`config.mk`:
```
export PLATFORM = sky130hd
export DESIGN_NAME = luma_agc
export DESIGN_NICKNAME = d
export VERILOG_FILES = /design/src/rtl/agc_pkg.sv /design/src/rtl/agc_frame_pacer.sv /design/src/rtl/agc_luma_calc.sv /design/src/rtl/agc_gain_step.sv /design/src/rtl/luma_agc.sv
export SDC_FILE = /design/constraint.sdc
export NUM_CORES = 1
export LEC_CHECK = 0
export BUFFER_PORTS_ARGS = -buffer_cell sky130_fd_sc_hd__buf_2
export CAP_MARGIN = 20
export CORE_ASPECT_RATIO = 1.4
export CORE_UTILIZATION = 30
export DETAILED_ROUTE_END_ITERATION = 8
export PLACE_DENSITY_LB_ADDON = 0.1
export SLEW_MARGIN = 20
export SYNTH_ARGS = -nofsm -noshare
export SYNTH_HDL_FRONTEND = slang
export SYNTH_HIERARCHICAL = 1
export SYNTH_SLANG_ARGS = --single-unit
```
`constraint.sdc`:
```
create_clock -name clk -period 3.2 [get_ports clk]
set_clock_uncertainty 0.15 [all_clocks]
set_input_delay 0.48 -clock clk [delete_from_list [all_inputs] [get_ports clk]]
set_output_delay 0.48 -clock clk [all_outputs]
set_load 0.1 [all_outputs]
```
`src/rtl/agc_pkg.sv`:
```
package agc_pkg;
  localparam int STAT_W = 8;

  typedef struct packed {
    logic [STAT_W-1:0] g1;
    logic [STAT_W-1:0] r;
    logic [STAT_W-1:0] b;
    logic [STAT_W-1:0] g2;
  } agc_stats_t;
endpackage

```
`src/rtl/agc_frame_pacer.sv`:
```
module agc_frame_pacer #(
  parameter int RELOAD = 13
) (
  input  logic clk,
  input  logic rst_n,
  input  logic en_i,
  input  logic frame_i,
  output logic fire_o
);
  localparam int CW = $clog2(RELOAD + 1) + 1;
  localparam logic signed [CW-1:0] LOAD_V = CW'(RELOAD);
  localparam logic signed [CW-1:0] IDLE_V = '1;

  logic signed [CW-1:0] cnt_q, cnt_d;
  logic                 cnt_en;
  logic                 fire;

  // next state
  always_comb begin
    cnt_d = cnt_q;
    fire  = 1'b0;
    if (!en_i) begin
      cnt_d = IDLE_V;
    end else if (cnt_q[CW-1]) begin
      cnt_d = LOAD_V;
    end else if (frame_i) begin
      if (cnt_q == '0) begin
        fire  = 1'b1;
        cnt_d = LOAD_V;
      end else begin
        cnt_d = cnt_q - 1'b1;
      end
    end
  end

  assign cnt_en = !en_i || cnt_q[CW-1] || frame_i;

  always_ff @(posedge clk or negedge rst_n) begin
    if (!rst_n) begin
      cnt_q <= IDLE_V;
    end else if (cnt_en) begin
      cnt_q <= cnt_d;
    end
  end

  assign fire_o = fire;

  a_r1_no_fire_off: assert property (@(posedge clk) disable iff (!rst_n)
    !en_i |-> !fire_o);
  a_r1_idle_off: assert property (@(posedge clk) disable iff (!rst_n)
    !en_i |=> (cnt_q == IDLE_V));
  a_r2_reload_after_fire: assert property (@(posedge clk) disable iff (!rst_n)
    fire_o |=> (cnt_q == LOAD_V));
  a_r2_count_range: assert property (@(posedge clk) disable iff (!rst_n)
    !cnt_q[CW-1] |-> (cnt_q <= LOAD_V));
endmodule

```
`src/rtl/agc_luma_calc.sv`:
```
module agc_luma_calc
  import agc_pkg::*;
#(
  parameter int GAIN_W = 8
) (
  input  logic              clk,
  input  logic              rst_n,
  input  logic              fire_i,
  input  agc_stats_t        stats_i,
  input  logic [GAIN_W-1:0] gain_i,
  output logic              vld_o,
  output logic [STAT_W-1:0] luma_o,
  output logic [GAIN_W-1:0] gain_o
);
  localparam int PW = STAT_W + 10;

  logic [STAT_W:0]   gsum;
  logic [STAT_W-1:0] gavg;
  logic [PW-1:0]     r_ext, b_ext, g_ext;
  logic [PW-1:0]     r_prod, b_prod, g_prod;
  logic [STAT_W-1:0] rw, bw, gw;
  logic [STAT_W+1:0] lsum;
  logic [STAT_W-1:0] luma_d;

  logic              vld_q;
  logic [STAT_W-1:0] luma_q;
  logic [GAIN_W-1:0] gain_q;

  // green pair average, floor
  assign gsum = {1'b0, stats_i.g1} + {1'b0, stats_i.g2};
  assign gavg = gsum[STAT_W:1];

  assign r_ext = PW'(stats_i.r);
  assign b_ext = PW'(stats_i.b);
  assign g_ext = PW'(gavg);

  // weights 232/1024, 128/1024, 672/1024 from shift-add
  assign r_prod = (r_ext << 8) - (r_ext << 4) - (r_ext << 3);
  assign b_prod = b_ext << 7;
  assign g_prod = (g_ext << 9) + (g_ext << 7) + (g_ext << 5);

  // each term kept to a byte
  assign rw = r_prod[10 +: STAT_W];
  assign bw = b_prod[10 +: STAT_W];
  assign gw = g_prod[10 +: STAT_W];

  always_comb begin
    lsum = {2'b00, rw} + {2'b00, bw} + {2'b00, gw};
    if (lsum[STAT_W+1:STAT_W] != 2'b00) begin
      luma_d = '1;
    end else begin
      luma_d = lsum[STAT_W-1:0];
    end
  end

  always_ff @(posedge clk or negedge rst_n) begin
    if (!rst_n) begin
      vld_q <= 1'b0;
    end else begin
      vld_q <= fire_i;
    end
  end

  always_ff @(posedge clk or negedge rst_n) begin
    if (!rst_n) begin
      luma_q <= '0;
      gain_q <= '0;
    end else if (fire_i) begin
      luma_q <= luma_d;
      gain_q <= gain_i;
    end
  end

  assign vld_o  = vld_q;
  assign luma_o = luma_q;
  assign gain_o = gain_q;

  a_r9_sample_hold: assert property (@(posedge clk) disable iff (!rst_n)
    !fire_i |=> $stable(luma_o) && $stable(gain_o));
  a_r9_valid_single: assert property (@(posedge clk) disable iff (!rst_n)
    vld_o |=> !vld_o);
endmodule

```
`src/rtl/agc_gain_step.sv`:
```
module agc_gain_step
  import agc_pkg::*;
#(
  parameter int GAIN_W     = 8,
  parameter int TARGET     = 128,
  parameter int BAND       = 20,
  parameter int SHIFT      = 4,
  parameter int GAIN_MAX   = 31,
  parameter int GAIN_TRIP  = 4,
  parameter int GAIN_FLOOR = 3
) (
  input  logic              clk,
  input  logic              rst_n,
  input  logic              vld_i,
  input  logic [STAT_W-1:0] luma_i,
  input  logic [GAIN_W-1:0] gain_i,
  output logic              upd_o,
  output logic [GAIN_W-1:0] gain_o
);
  localparam int DW = STAT_W + 2;
  localparam int AW = ((GAIN_W > DW) ? GAIN_W : DW) + 2;
  localparam logic [STAT_W-1:0]    LO_EDGE = STAT_W'(TARGET - BAND);
  localparam logic [STAT_W-1:0]    HI_EDGE = STAT_W'(TARGET + BAND);
  localparam logic signed [DW-1:0] TGT_S   = DW'(TARGET);
  localparam logic signed [AW-1:0] MAX_S   = AW'(GAIN_MAX);
  localparam logic signed [AW-1:0] TRIP_S  = AW'(GAIN_TRIP);
  localparam logic [GAIN_W-1:0]    MAX_G   = GAIN_W'(GAIN_MAX);
  localparam logic [GAIN_W-1:0]    FLOOR_G = GAIN_W'(GAIN_FLOOR);

  logic signed [DW-1:0] err;
  logic signed [DW-1:0] step;
  logic signed [AW-1:0] sum;
  logic [GAIN_W-1:0]    clamped;
  logic                 out_band;
  logic                 upd_d;
  logic                 upd_q;
  logic [GAIN_W-1:0]    gain_q;

  always_comb begin
    err      = TGT_S - $signed({2'b00, luma_i});
    step     = err >>> SHIFT;
    sum      = $signed({{(AW-GAIN_W){1'b0}}, gain_i})
             + $signed({{(AW-DW){step[DW-1]}}, step});
    out_band = (luma_i < LO_EDGE) || (luma_i > HI_EDGE);
    upd_d    = vld_i && out_band;
    if (sum > MAX_S) begin
      clamped = MAX_G;
    end else if (sum < TRIP_S) begin
      clamped = FLOOR_G;
    end else begin
      clamped = sum[GAIN_W-1:0];
    end
  end

  always_ff @(posedge clk or negedge rst_n) begin
    if (!rst_n) begin
      upd_q <= 1'b0;
    end else begin
      upd_q <= upd_d;
    end
  end

  always_ff @(posedge clk or negedge rst_n) begin
    if (!rst_n) begin
      gain_q <= '0;
    end else if (upd_d) begin
      gain_q <= clamped;
    end
  end

  assign upd_o  = upd_q;
  assign gain_o = gain_q;

  a_r5_deadband_quiet: assert property (@(posedge clk) disable iff (!rst_n)
    (vld_i && (luma_i >= LO_EDGE) && (luma_i <= HI_EDGE)) |=> !upd_o);
  a_r7_ceiling: assert property (@(posedge clk) disable iff (!rst_n)
    upd_o |-> (gain_o <= MAX_G));
  a_r8_low_limit: assert property (@(posedge clk) disable iff (!rst_n)
    upd_o |-> (gain_o >= FLOOR_G));
  a_r9_gain_moves_with_strobe: assert property (@(posedge clk) disable iff (!rst_n)
    !upd_d |=> $stable(gain_o));
endmodule

```
`src/rtl/luma_agc.sv`:
```
module luma_agc
  import agc_pkg::*;
#(
  parameter int GAIN_W     = 8,
  parameter int FRAME_SKIP = 13,
  parameter int TARGET     = 128,
  parameter int BAND       = 20,
  parameter int SHIFT      = 4,
  parameter int GAIN_MAX   = 31,
  parameter int GAIN_TRIP  = 4,
  parameter int GAIN_FLOOR = 3
) (
  input  logic              clk,
  input  logic              rst_n,
  input  logic              frame_done,
  input  logic              agc_en,
  input  logic [STAT_W-1:0] stat_g1,
  input  logic [STAT_W-1:0] stat_r,
  input  logic [STAT_W-1:0] stat_b,
  input  logic [STAT_W-1:0] stat_g2,
  input  logic [GAIN_W-1:0] gain_in,
  output logic              upd_valid,
  output logic [GAIN_W-1:0] gain_out
);
  agc_stats_t        stats;
  logic              fire;
  logic              s1_vld;
  logic [STAT_W-1:0] s1_luma;
  logic [GAIN_W-1:0] s1_gain;

  assign stats = '{g1: stat_g1, r: stat_r, b: stat_b, g2: stat_g2};

  agc_frame_pacer #(
    .RELOAD (FRAME_SKIP)
  ) u_pacer (
    .clk     (clk),
    .rst_n   (rst_n),
    .en_i    (agc_en),
    .frame_i (frame_done),
    .fire_o  (fire)
  );

  agc_luma_calc #(
    .GAIN_W (GAIN_W)
  ) u_luma (
    .clk     (clk),
    .rst_n   (rst_n),
    .fire_i  (fire),
    .stats_i (stats),
    .gain_i  (gain_in),
    .vld_o   (s1_vld),
    .luma_o  (s1_luma),
    .gain_o  (s1_gain)
  );

  agc_gain_step #(
    .GAIN_W     (GAIN_W),
    .TARGET     (TARGET),
    .BAND       (BAND),
    .SHIFT      (SHIFT),
    .GAIN_MAX   (GAIN_MAX),
    .GAIN_TRIP  (GAIN_TRIP),
    .GAIN_FLOOR (GAIN_FLOOR)
  ) u_step (
    .clk    (clk),
    .rst_n  (rst_n),
    .vld_i  (s1_vld),
    .luma_i (s1_luma),
    .gain_i (s1_gain),
    .upd_o  (upd_valid),
    .gain_o (gain_out)
  );

  a_r9_single_pulse: assert property (@(posedge clk) disable iff (!rst_n)
    upd_valid |=> !upd_valid);
  a_r1_disabled_silent: assert property (@(posedge clk) disable iff (!rst_n)
    (!agc_en && !$past(agc_en) && !$past(agc_en, 2)) |-> !upd_valid);
endmodule

```
Word level (Yosys, flattened, before mapping):

Index checks and enable logic that the tools add are counted.

* bits in registers: 31
* bits of input ports: 44
* word-level logic and storage cells: 41
* output and inout bits: 9

* reduce and logical (&&, ||, !) cells: 8
* eq/ne operators: 1
* add/sub/neg operators: 10
* $lt $le $gt $ge: 4
* multiplexer cells: 11

Operators with widths (number)
* $mux W8: 3
* $mux W5: 4
* $add A17 B15 Y18: 1
* $add A18 B13 Y18: 1
* $sub A18 B11 Y18: 1
* $sub A16 B12 Y17: 1
* $gt A12 B6 Y1 const B: 1
* $lt A12 B4 Y1 const B: 1
* $add A10 B8 Y10: 1
* $add A9 B5 Y10: 1
* $add A8 B5 Y9: 1
* $add A8 B8 Y9: 1
* $sub A8 B8 Y9 const A: 1
* $gt A8 B8 Y1 const B: 1
* $lt A8 B7 Y1 const B: 1
* $logic_not A5 Y1: 1
* $sub A5 B1 Y5 const B: 1
* $mux W1: 4
* $logic_or A1 B1 Y1: 3
* $ne A3 B2 Y1 const B: 1
* $reduce_and A2 Y1: 1
* $reduce_bool A2 Y1: 1
* $logic_and A1 B1 Y1: 1
* $logic_not A1 Y1: 1

Logic depth before layout (Yosys ltp):

Gate-level depths: netlist of run 1.

* depth in word-level cells: 6
* depth in mapped cells: 26
* mapped depth without buffers: 26

By module:

The synthesis of run 1 kept the hierarchy.

Modules (own cells, without submodules)
* agc_luma_calc: cells an instance 303, area an instance 2616.3 um^2, sequential area each 425.4 um^2, instances 1
* agc_gain_step: cells an instance 98, area an instance 855.8 um^2, sequential area each 225.2 um^2, instances 1
* agc_frame_pacer: cells an instance 24, area an instance 262.8 um^2, sequential area each 131.4 um^2, instances 1

Worst setup path before layout of run 1:

OpenSTA, ideal clock, no wires.

* kind: input port to flip-flop
* start: input stat_g2[2]
* end: register u_luma.luma_q[0] (netlist: u_luma/luma_o[0])
* data arrival time: 5.227 ns
* buffers on the path: 0
* library setup time: 0.143 ns
* data required time: 2.907 ns
* path slack: -2.321 ns
* stages on the path: 21
* path through: ha_1 > nor2b_1 > o21ai_0 > a21boi_0 > o21ai_0 > nor3b_1 > nor2_1 > fa_1 > ha_1 > a21oi_1 > o21ai_0 > a21o_1 > fa_1 > inv_1 > ha_1 > nor2b_1 > o21ai_0 > nand4_1 > mux2_2 > o32ai_2 > a31oi_1

* cells in the longest elaborated chain, start to end: 6

RTL lines
* from (decl): RTL line luma_agc.sv:20 `input logic [STAT_W-1:0] stat_g2,`
* $add A8 B8 Y9 (*): RTL line agc_luma_calc.sv:30 `assign gsum = {1'b0, stats_i.g1} + {1'b0, stats_i.g2};`
* $add A17 B15 Y18: RTL line agc_luma_calc.sv:40 `assign g_prod = (g_ext << 9) + (g_ext << 7) + (g_ext << 5);`
* $add A18 B13 Y18 (*): RTL line agc_luma_calc.sv:40
* $add A10 B8 Y10 (*): RTL line agc_luma_calc.sv:48 `lsum = {2'b00, rw} + {2'b00, bw} + {2'b00, gw};`
* $reduce_bool A2 Y1: RTL line agc_luma_calc.sv:49 `if (lsum[STAT_W+1:STAT_W] != 2'b00) begin`
* $mux W8 (*): RTL line agc_luma_calc.sv:49
* to (signal assigned): RTL line agc_luma_calc.sv:69 `luma_q <= luma_d;`
* to (decl): RTL line agc_luma_calc.sv:26 `logic [STAT_W-1:0] luma_q;`

Every way passes the cells marked *; elsewhere a longest branch is shown, timed or not.
A chain may end at the register's enable or synchronous reset.

Worst setup path in the final report of run 1:

* start: input stat_g1[0]
* end: register u_luma.luma_q[0] (netlist: u_luma/luma_o[0])

* cells in the longest elaborated chain, start to end: 6

RTL lines
* from (decl): RTL line luma_agc.sv:17 `input logic [STAT_W-1:0] stat_g1,`
* $add A8 B8 Y9 (*): RTL line agc_luma_calc.sv:30
* $add A17 B15 Y18: RTL line agc_luma_calc.sv:40
* $add A18 B13 Y18 (*): RTL line agc_luma_calc.sv:40
* $add A10 B8 Y10 (*): RTL line agc_luma_calc.sv:48
* $reduce_bool A2 Y1: RTL line agc_luma_calc.sv:49
* $mux W8 (*): RTL line agc_luma_calc.sv:49

Marks and branches as above.

==> metrics, run 1 <==
layout cells sized above 1=a little over two fifths; setup violators final=9; Synth cell types=68; failing checks=setup timing; Filler Cell Count=1,204; FP Rows=47; vias in the first global route=about 3,800; hold_buf cts=0; clock-pin slew on the worst setup and hold paths=0.05 ns; hpwl dp=around 7.7 mm; largest stage delay on the critical path=0.59 ns; clock root buffer=clkbuf_16; First DRT Iteration DRCs=55; Syn Area/Cell=~8.8 um2; initial antenna violation count=0; Syn Inst Count=425; TritonRoute pass-1 iters=4; Die Span Y=134 um; Congestion Overflow GR=0; EDFF count, synth=0; post-DR vias/cell=4.88; Arr. time, crit path=5.07 ns; Final Hold Viols=0; CTS buffer count=5; worst-case clock buffer depth=2; GRT Util Overall=between 10% and 20%; DP Area=between 5000 and 6000 um2; Final Cell Area=about 5600 um2; final worst-path cycle share=159%; Port-buffer cells=49; synthesis-stage register bit count=31; YS warnings=6; Critical Path RT=3.19 ns; Peak Freq=197 MHz; clock sink count=31; H-tree depth=2; Top FF cell, synth=dfrtp_1; CTS tree=yes; pin count of the biggest net entering global routing=32; max cap viols=0; first-pass GRT wire length=around 16 mm; initial cell density of the core=31.1%; crit-path leading delay family=adder cells; I/O pin count=53; Routed WL=9.36 mm; Final Max Slew Viols=0; nets=689; Slew @ Worst Pin=0.698 ns; per-cell routed wire length=12.7 um; total core area=12,000 um2; Critical Path Slowest Stage Cell=fa_1; minimum clock period=5.08 ns; die width=96.3 um; area grow syn2layout=48.9%; Worst setup EP type=register; Pwr Density=746 nW/um2; Max VDD drop=roughly 0.44 mV; FFs w/ async S/R, synth=100%; Inserted Diodes=0; Detail Route Antenna Nets=0; utilization after layout=46.3%; min-delay worst type=input pin to asynchronous set/reset pin; Clock Latency Late Sink=0.28 ns; crit path cell chain=buf_8 -> nand2_4 -> fa_2 -> nor2b_4 -> o21ai_2 -> a21boi_1 -> o21ai_2 -> a21boi_2 -> nor2_2 -> fa_1 -> ha_4 -> a21oi_4 -> nor2b_2 -> nor2_1 -> xor2_1 -> fa_1 -> inv_2 -> ha_4 -> a21oi_4 -> nor2b_2 -> o31a_1 -> mux2_4 -> o32ai_4 -> a31oi_1; worst setup margin=-1.88 ns; critical-path maximum fanout=7; buffers plus inverters on the worst setup path=2; crit path kind=input pin to register; die area=12,900 um2; cell area after synthesis=3730 um2; sequential share of the synthesized area=20.9%; routed vias=3,593; Worst setup SP type=input pin; unrepaired setup endpoints after global routing=true; Pleak=2.67 nW; gpl congestion=0.760; run status=finished, violations left; drc violations=0; Slew HR=53.5%; Synth Net Count=approximately 530
==> registers in the layout, indices dropped and copies added (netlist names) <==
name           cells
u_luma/gain_o      8
u_luma/vld_o       1
u_luma/luma_o      8
u_step/gain_o      8
u_pacer/cnt_q      5
u_step/upd_o       1
==> cell families after synthesis <==
logic type                 Yosys count  synth area share (%)
adders and majority gates           57                  21.1
muxes                               11                  3.25
xor gates and xnor gates            44                  11.3
AOI/OAI and AO/OA                   99                  19.5
buffers and inverters               56                  6.23
and+or+nand+nor                    127                  17.7
DFF                                 31                  20.9
==> final cells by class <==
type	count	area, um2	share of cell area (%)
multi-input combinational	338	3110	55.9
timing repair buffer	164	1160	20.9
clock inverter	2	12.5	0.225
tap	147	184	3.31
sequential	31	782	14.1
inverter	48	180	3.24
clock buffer	6	129	2.32
==> worst paths after layout <==
path                                              start                      endpoint  slack, ns  cells past startpoint
min in group clk                                 agc_en  u_pacer/cnt_q[4]$_DFFE_PN1P_       0.19                      2
max in group asynchronous                         rst_n  u_luma/gain_o[5]$_DFFE_PN0P_       2.35                      1
min reg2reg                u_step/gain_o[5]$_DFFE_PN0P_  u_step/gain_o[5]$_DFFE_PN0P_       0.35                      1
min                                               rst_n  u_step/gain_o[5]$_DFFE_PN0P_        0.1                      1
max reg2reg                u_luma/luma_o[0]$_DFFE_PN0P_  u_step/gain_o[2]$_DFFE_PN0P_      -0.01                     12
max                                          stat_g1[0]  u_luma/luma_o[0]$_DFFE_PN0P_      -1.88                     24
==> timing repair <==
| item | in CTS | in global routing |
|---|---|---|
| pin swaps | 42 | 19 |
| buffers inserted | 7 | 2 |
| resized for setup | 45 | 17 |
| hold endpoints to repair | 0 | 0 |
| endpoints found under the setup margin | 13 | 13 |
==> through the flow <==
step | power [W] | instances | setup slack, ns | hold WS [ns] | TNS [ns]
finish | 0.00415 | 736 | -1.88 | 0.0989 | -14.97
global route | 0.00456 | 736 | -2.17 | 0.185 | -17.61
CTS | 0.00395 | 734 | -1.87 | 0.123 | -14.76
detailed placement | 0.00306 | 719 | -2.41 | 0.337 | -19.58
global placement | 0.00306 | 719 | -2.30 | 0.330 | -18.79
floorplan | 0.00207 | 425 | -2.03 | 0.0344 | -15.93
==> Yosys cell counts, types with 5 or more instances <==
master / number / area, um2
nor2_1: 41 / 154
ha_1: 47 / 588
dfrtp_1: 26 / 651
xor2_1: 17 / 149
dfstp_2: 5 / 131
o21a_1: 6 / 45.0
a21oi_1: 20 / 100
nand2_1: 21 / 78.8
xnor2_1: 23 / 201
nand2b_1: 7 / 43.8
nor2b_1: 8 / 50.1
mux2_2: 9 / 101
nand3_1: 8 / 40.0
nor3_1: 11 / 55.1
o21ai_0: 15 / 75.1
a31oi_1: 14 / 87.6
or3_1: 5 / 31.3
fa_1: 10 / 200
inv_1: 48 / 180
==> report_power, final <==
part	switching (W)	internal, W
sequential	0.00000222	0.000397
combinational	0.00152	0.00177
clock	0.000169	0.000286
==> metal layers <==
metal  global-route usage [%]  wire [um]  vias to the layer above
met3                     1.13        161                        9
li1                         -          -                     1832
met2                     32.6       5570                       42
met1                     15.2       3480                     1710
met5                        0          0                        -
met4                     4.41        151                        0
==> layout by cell type (no fill, tap or decap), types with 7 or more instances in the layout <==
cell type  instances
a21oi_1           11
a31oi_1           14
buf_2             45
buf_4            111
dfrtp_1           26
fa_1               7
ha_1              36
ha_4              10
inv_1             42
mux2_2             8
nand2_1           20
nand2b_1           7
nand3_1            8
nor2_1            39
nor3_1             9
o21ai_0            8
xnor2_1           22
xor2_1            14
No activity file was read; power rests on OpenSTA's default activity.
==> run 2, diff against run 1 <==
--- a/config.mk
+++ b/config.mk
@@ -13,2 +13,3 @@
 export PLACE_DENSITY_LB_ADDON = 0.1
+export RECOVER_POWER = 100
 export SLEW_MARGIN = 20
==> constraint.sdc (replaced) <==
create_clock -name clk -period 4.23 [get_ports clk]
set_clock_uncertainty 0.15 [all_clocks]
set_input_delay 0.6345 -clock clk [delete_from_list [all_inputs] [get_ports clk]]
set_output_delay 0.6345 -clock clk [all_outputs]
set_load 0.01 [all_outputs]
==> run 2 against run 1 <==
  * The run ends with capacitance limit, slew limit, setup timing left
  * Largest power group unchanged
  * Cell count fell by 1.2%
  * Sequential share of layout area grew 0.50 points
  * Routed wire length down 1.4%
  * Combinational power down 17%
  * Core utilization is 1.6 points lower
  * First-iteration DRC count rose by 67%
==> metrics, run 2 (synthesis results as in run 1) <==
I/O pin count=53 (unchanged); FF/Latch Area=782 um2 (unchanged); layout cells sized above 1=37.4% (-5.9 points); die area=12,900 um2 (unchanged); nets=680 (-1.3%); Pleak=2.56 nW (-4.2%); utilization after layout=44.8% (-1.6 points); Final TNS setup=-7.97 ns (+7.00 ns); run status=finished, violations left; per-cell routed wire length=12.7 um (-0.16%); Port-buffer cells=49 (unchanged); gpl congestion=0.819 (+7.7%); FP Rows=47 (unchanged); Critical Path RT=4.22 ns (+1.03 ns); commonest non-fill, non-tap cell in the layout=buf_4; Arr. time, crit path=5.25 ns (+0.18 ns); min-delay worst type=register to register; setup violators final=8 (-1); GRT Util Overall=15.7% (+0.15 points); CTS tree=yes; WHS=0.351 ns (+0.252 ns); Detail Route Antenna Nets=0 (unchanged); routed vias=3,525 (-1.9%); hpwl dp=7.56 mm (-1.4%); area grow syn2layout=43.8%; Final Cell Area=5370 um2 (-3.4%); crit path kind=input pin to register; H-tree depth=2 (unchanged); Worst setup SP type=input pin; Inserted Diodes=0 (unchanged); Peak Freq=190 MHz; die width=96.3 um (unchanged); final worst-path cycle share=124%; drc violations=0 (unchanged); commonest non-fill, non-tap cells in the layout=buf_4 (100), inv_1 (44), nor2_1 (38); Worst setup EP type=register; Routed WL=9.23 mm (-1.4%); failing checks=capacitance limit, slew limit, setup timing; Die Span Y=134 um (unchanged); Filler Cell Count=1,268 (+5.3%); total core area=12,000 um2 (unchanged); post-DR vias/cell=4.85 (-0.68%); Final Max Slew Viols=32 (+32); TritonRoute pass-1 iters=5 (+1); clock-pin slew on the worst setup and hold paths=0.05 ns (about the same); CTS buffer count=5 (unchanged); initial cell density of the core=31.1% (unchanged); worst setup margin=-1.04 ns (+0.849 ns); first-pass GRT wire length=16.0 mm (+0.48%); worst-case clock buffer depth=2 (unchanged); initial antenna violation count=0 (unchanged); clock root buffer=clkbuf_16; Multi-input gate area=3010 um2 (-3.2%); vias in the first global route=3,711 (-1.2%); Final Hold Viols=0 (unchanged); Max VDD drop=0.436 mV (-1.4%); Slew HR=-11.3% (-65 points); First DRT Iteration DRCs=92 (+67%); Slew @ Worst Pin=1.67 ns (+0.972 ns); unrepaired setup endpoints after global routing=true; Clock Latency Late Sink=0.28 ns (about the same); critical-path maximum fanout=7 (unchanged); pin count of the biggest net entering global routing=32 (unchanged); Congestion Overflow GR=0 (unchanged); clock sink count=31 (unchanged); Pwr Density=626 nW/um2 (-16%); DP Area=4930 um2 (-2.2%); minimum clock period=5.27 ns; max cap viols=1 (+1)
[run 2: cell count changes in the layout (fill, tap and decap cells not counted), moves of 3 or more]
cell / before / now
clkbuf_1: 1 / 14
buf_2: 45 / 33
buf_4: 111 / 100
a211oi_1: 0 / 4
a211oi_2: 5 / 1
a21oi_1: 11 / 15
a21oi_2: 5 / 2
[run 2: stage by stage]
stage | setup slack (ns) | std cells | power [W]
4_1_cts | -0.978 | 722 | 0.00313
2_1_floorplan | -1.15 | 425 | 0.00157
6_report | -1.04 | 727 | 0.00336
5_1_grt | -1.29 | 727 | 0.00369
3_3_place_gp | -1.42 | 708 | 0.00230
3_5_place_dp | -1.56 | 708 | 0.00231
[run 2: report_power, final]
group | leakage (nW) | switching (W) | internal, W
sequential | 0.415 | 0.00000169 | 0.000300
clock | 0.0669 | 0.000126 | 0.000217
combinational | 2.08 | 0.00121 | 0.00151
[run 2: per-layer routing]
layer  wire length (um)  GRT usage (%)  up-vias
li1                   -              -     1820
met1               3570           15.9     1647
met2               5340           32.1       49
met3                193           1.70        9
met4                131           4.08        0
met5                  0              0        -
[run 2: layout make-up]
type	count	area share, %
Clock buffer	6	2.40
Clock inverter	2	0.233
Inverter	48	3.36
Multi-Input combinational cell	338	56.0
Sequential cell	31	14.6
Tap cell	147	3.42
Timing Repair Buffer	155	20.0
[run 2: worst paths after layout]
| path | slack, ns | startpoint | cells past startpoint | to |
|---|---|---|---|---|
| setup reg to reg | 0.43 | u_luma/luma_o[3]$_DFFE_PN0P_ | 9 | u_step/gain_o[4]$_DFFE_PN0P_ |
| setup / recovery | -1.04 | stat_g2[0] | 24 | u_luma/luma_o[0]$_DFFE_PN0P_ |
| hold / removal | 0.35 | u_step/gain_o[7]$_DFFE_PN0P_ | 1 | u_step/gain_o[7]$_DFFE_PN0P_ |
| max in group asynchronous | 2.33 | rst_n | 1 | u_luma/gain_o[3]$_DFFE_PN0P_ |
| hold reg to reg | 0.35 | u_step/gain_o[7]$_DFFE_PN0P_ | 1 | u_step/gain_o[7]$_DFFE_PN0P_ |
| min in group asynchronous | 0.63 | rst_n | 1 | u_step/gain_o[5]$_DFFE_PN0P_ |
[run 2: worst max-delay path, stage by stage]
cell,delay [ns]
buf_8,0.08
nand2_4,0.05
fa_2,0.39
nor2b_1,0.12
o21ai_1,0.08
a21boi_1,0.17
o21ai_2,0.11
nor3b_4,0.17
nor2_2,0.12
fa_1,0.46
ha_4,0.30
a21oi_4,0.06
nor2b_1,0.13
nor2_1,0.06
xor2_1,0.17
fa_1,0.57
inv_2,0.05
ha_4,0.22
a21oi_4,0.15
nor2b_2,0.06
o31a_1,0.27
mux2_4,0.32
o32ai_4,0.37
a31oi_1,0.14
[run 2: repair_timing]
item,4_1_cts,5_1_grt
endpoints found under the hold margin,0,0
hold buffers,0,0
resized for setup,41,13
pin swaps,32,22
endpoints found under the setup margin,8,8
buffers inserted,7,5
